**config.mk**
```make
export PLATFORM = sky130hd
export DESIGN_NAME = buswave_gen
export DESIGN_NICKNAME = d
export VERILOG_FILES = /design/src/rtl/buswave_gen.sv
export SDC_FILE = /design/constraint.sdc
export NUM_CORES = 1
export LEC_CHECK = 0
export CORE_MARGIN = 2
export CORE_UTILIZATION = 38
export DETAILED_ROUTE_END_ITERATION = 8
export HOLD_SLACK_MARGIN = 0.15
export PLACE_DENSITY_LB_ADDON = 0.25
export SLEW_MARGIN = 20
export SYNTH_ARGS = -nofsm -noshare
export SYNTH_HDL_FRONTEND = slang
export SYNTH_SLANG_ARGS = --single-unit
```
**constraint.sdc**
```tcl
create_clock -name clk -period 2.65 [get_ports clk]
set_input_delay 0.3975 -clock clk [delete_from_list [all_inputs] [get_ports clk]]
set_output_delay 0.3975 -clock clk [all_outputs]
set_load 0.1 [all_outputs]
```
**src/rtl/buswave_gen.sv**
```systemverilog
module buswave_gen #(
  parameter logic CS_IDLE = 1'b1
) (
  input  logic        clk,
  input  logic        rst_n,
  input  logic [1:0]  ratio_sel,
  input  logic        word_valid,
  input  logic [31:0] word_in,
  input  logic        gp0_default,
  output logic        cs_line,
  output logic        gp0_line,
  output logic        busy,
  output logic        cycle_done,
  output logic        fault
);

  localparam logic [1:0] M_HALF = 2'd0;
  localparam logic [1:0] M_QTR  = 2'd1;
  localparam logic [1:0] M_SLOW = 2'd2;

  logic       busy_q, sub_q, gp_prev, fault_q;
  logic [1:0] ph_q, mode_q, gf_q;
  logic [3:0] cs_q;

  wire unused_bits = ^{word_in[27:24], word_in[21:0]};

  wire half_mode  = (mode_q == M_HALF);
  wire step       = (mode_q != M_SLOW) | sub_q;
  wire last_ph    = half_mode ? ph_q[0] : (ph_q == 2'd3);
  wire done       = busy_q & step & last_ph;
  wire accept     = word_valid & (~busy_q | done);
  wire first_half = half_mode ? (ph_q == 2'd0) : ~ph_q[1];

  logic cs_pick, gp_pick;

  always_comb begin
    if (half_mode)
      cs_pick = ph_q[0] ? cs_q[1] : cs_q[3];
    else
      case (ph_q)
        2'd0:    cs_pick = cs_q[3];
        2'd1:    cs_pick = cs_q[2];
        2'd2:    cs_pick = cs_q[1];
        default: cs_pick = cs_q[0];
      endcase
  end

  always_comb begin
    if (!busy_q || !first_half)
      gp_pick = gp0_default;
    else
      case (gf_q)
        2'b00:   gp_pick = gp0_default;
        2'b01:   gp_pick = gp_prev;
        2'b10:   gp_pick = 1'b0;
        default: gp_pick = 1'b1;
      endcase
  end

  assign cs_line    = busy_q ? cs_pick : CS_IDLE;
  assign gp0_line   = gp_pick;
  assign busy       = busy_q;
  assign cycle_done = done;
  assign fault      = fault_q;

  always_ff @(posedge clk or negedge rst_n) begin
    if (!rst_n) begin
      busy_q  <= 1'b0;
      ph_q    <= 2'd0;
      sub_q   <= 1'b0;
      mode_q  <= M_HALF;
      cs_q    <= 4'd0;
      gf_q    <= 2'd0;
      gp_prev <= 1'b0;
      fault_q <= 1'b0;
    end else begin
      gp_prev <= gp_pick;
      if (busy_q && first_half && gf_q == 2'b01)
        fault_q <= 1'b1;
      if (accept) begin
        busy_q <= 1'b1;
        ph_q   <= 2'd0;
        sub_q  <= 1'b0;
        cs_q   <= word_in[31:28];
        gf_q   <= word_in[23:22];
        case (ratio_sel)
          2'd0:    mode_q <= M_HALF;
          2'd1:    mode_q <= M_QTR;
          default: mode_q <= M_SLOW;
        endcase
      end else if (busy_q) begin
        if (mode_q == M_SLOW)
          sub_q <= ~sub_q;
        if (done)
          busy_q <= 1'b0;
        else if (step)
          ph_q <= ph_q + 2'd1;
      end
    end
  end

endmodule

```
==> flow_metrics.env <==
export IMPL_ant_nets=0
export IMPL_crit_required_ns=2.25
export IMPL_peakVddDrop_v=0.000882
export IMPL_root_buffer="clkbuf_4"
export IMPL_nFillCells=190
export IMPL_wire_per_inst_um=12.4
export IMPL_yosysWarnings=0
export IMPL_synth_area_leaders="dfrtp_1, mux2_4, ha_1, mux2_2, nor2_1"
export IMPL_drt_iter0_drc=13
export IMPL_setup_ws_ns=0.194
export IMPL_status="finished, final reports clean"
export IMPL_synth_area_per_cell_um2=11.9
export IMPL_met2_length_um=669
export IMPL_endpoint_kind="output port"
export IMPL_drc=0
export IMPL_cts_buffers=3
export IMPL_syn_to_final_growth_pct=31.2
export IMPL_layout_common_cells="dfrtp_1, clkdlybuf4s50_1, buf_4"
export IMPL_min_path_type="flip-flop to flip-flop"
export IMPL_path_delay_family="compound AO/OA/AOI/OAI gates"
export IMPL_ys_ff_latch=14
export IMPL_synth_cell_types=30
export IMPL_netlist_area_um2=787
export IMPL_clockBufferDepth=2
export IMPL_antenna_cells=0
export IMPL_firstDrtPassIters=5
export IMPL_p_leak_uw=0.000472
export IMPL_post_route_period_util_pct=92.7
export IMPL_vias=567
export IMPL_cap_violations=0
export IMPL_switchingPower_uw=817
export IMPL_pre_cts_ws_ns=0.344
export IMPL_yosysSeqAreaShare_pct=44.5
export IMPL_crit_slowest_cell="dfrtp_1"
export IMPL_drive_above_1_share_pct=31.8
export IMPL_clock_skew_ns=0.00496
export IMPL_top_layer="met3"
export IMPL_stdcell_count=115
export IMPL_die_height_um=49.5
export IMPL_netlist_area_leader_share_pct=44.5
export IMPL_p_comb_share_pct=65.5
export IMPL_cts_num_sinks=14
export IMPL_finalWeightedCongestion=0.751
export IMPL_grt_pass1_wl_um=2450
export IMPL_arrival_ns=2.06
export IMPL_drt_met1_wl_um=685
export IMPL_rsz0062_at_grt="false"
export IMPL_clk_latency_ns=0.28
export IMPL_initial_core_util_pct=40.1
export IMPL_first_global_vias=554
export IMPL_worst_setup_path_type="flip-flop to output port"
export IMPL_io_pins=43
export IMPL_utilization_pct=52.6
export IMPL_synth_nets=109
export IMPL_finalSetupViolations=0
export IMPL_fin_crit_ns=2.46
export IMPL_row_count=16
export IMPL_worstMarginPinSlew_ns=0.657
export IMPL_crit_path_max_incr_delay_ns=0.43
export IMPL_path_cells="inv_1, ha_1, o311a_2, a21boi_0, o221a_2, buf_12"
export IMPL_p_sw_share_pct=49.4
export IMPL_core_mm2=0.00196
export IMPL_cp_start_kind="flip-flop"
export IMPL_cts_hold_buf=0
export IMPL_netlist_top_cell_by_area="dfrtp_1"
export IMPL_routed_wl_um=1430
export IMPL_fp_dieArea_mm2=0.00245
export IMPL_clkPwrFrac_pct=9.3
export IMPL_p_int_uw=837
export IMPL_clk_pin_slew_ns=0.09
export IMPL_placedCellCount=109
export IMPL_nets=132
export IMPL_antenna_found_initial=0
export IMPL_synthCells=66
export IMPL_crit_buf_inv=2
export IMPL_grt_max_degree=15
export IMPL_viasPerCell=4.93
export IMPL_powerDensity_mw_per_mm2=1600
export IMPL_h_tree_depth=1
export IMPL_layout_commonest_cell="dfrtp_1"
export IMPL_hold_violations=0
export IMPL_hpwl_um=1040
export IMPL_critPathMaxFanout=6
export IMPL_grtUsageTotal_pct=13.0
export IMPL_die_w_um=49.5
export IMPL_tns_ns=0
export IMPL_wl_met3_um=75
export IMPL_fmax_ghz=0.407
export IMPL_numPortBuffers=16
export IMPL_seqPwrFrac_pct=25.2
export IMPL_slew_headroom_pct=56.1
export IMPL_grt_overflow_total=0
export IMPL_slew_viol_final=0
export IMPL_cts_tree="built"
[logic make-up (layout without fill, tap and decap cells)]
logic type      after synthesis  count (layout)  synth area share, %
flops                        14              14                 44.5
buf+inv                       6              28                 3.82
fa+ha+maj                     5               5                 7.95
simple gates                 15              15                 9.54
mux                          10              10                 16.9
compound gates               15              15                 16.2
xor+xnor                      1               1                 1.11
[power groups by stage]
stage / Sequential, µW / Combinational, µW / Clock (µW)
after floorplan: 461 / 797 / 0
after global placement: 434 / 1040 / 0
after detailed placement: 433 / 1050 / 0
after CTS: 430 / 1050 / 164
after global routing: 431 / 1160 / 172
final: 417 / 1080 / 154
[through the flow]
step	hold slack (ns)	area, µm²	power (µW)
3_3_place_gp	0.453	980	1470
6_report	0.488	1030	1650
4_1_cts	0.490	1020	1640
5_1_grt	0.522	1030	1760
3_5_place_dp	0.467	980	1480
2_1_floorplan	0.102	790	1260
[synth_stat cells (all sizes together)]
cell,count
nor2b,1
mux2i,2
a21oi,2
o221a,1
a221o,1
nand3,1
a22oi,2
nand3b,1
a221oi,1
ha,5
inv,5
nand2,1
o21ai,1
xor2,1
a21o,2
o311a,1
a21boi,2
nand2b,3
nor2,6
a32o,1
buf,1
or2,1
dfrtp,14
nor3,1
o22ai,1
mux2,8
[state kept, by name, indices dropped and copies added (netlist names)]
register and cells:
gf_q 2, busy 1, cs_q 4, fault 1, ph_q 2, mode_q 2, gp_prev 1, sub_q 1
[worst reg2reg max path, delay by kind of cell (launching register included)]
family,cells,cell delay [ns]
compound gates,2,0.47
buf+inv,2,0.39
flops,1,0.38
mux,1,0.31
fa+ha+maj,1,0.21
[final timing paths]
kind / from / to / slack, ns / cells after the start
max reg2reg: ph_q[0] / gf_q[1] / 0.79 / 6
min: fault / fault / 0.49 / 1
max: ph_q[1] / gp0_line / 0.19 / 6
min reg2reg: fault / fault / 0.49 / 1
min in group asynchronous: rst_n / cs_q[0] / 0.51 / 1
max in group asynchronous: rst_n / ph_q[0] / 1.67 / 1
[metal layers]
layer / GRT usage (%) / vias up
met1: 17.0 / 272
met3: 5.76 / 0
met2: 20.5 / 14
met4: 1.39 / 0
met5: 0 / -
li1: - / 281
[what timing repair did]
item / in CTS / in global routing
endpoints found under the setup margin: 0 / 1
gates resized for setup: 0 / 1
buffers inserted: 0 / 2
[final cells by class]
cell class	instances	area, µm²	share of cell area (%)
Multi-Input combinational cell	46	409	39.6
Sequential cell	14	352	34.1
Timing Repair Buffer	19	183	17.7
Clock buffer	4	36.3	3.52
Tap cell	27	33.8	3.27
Inverter	5	18.8	1.82
Note: power is estimated with default switching activity, not from simulation.
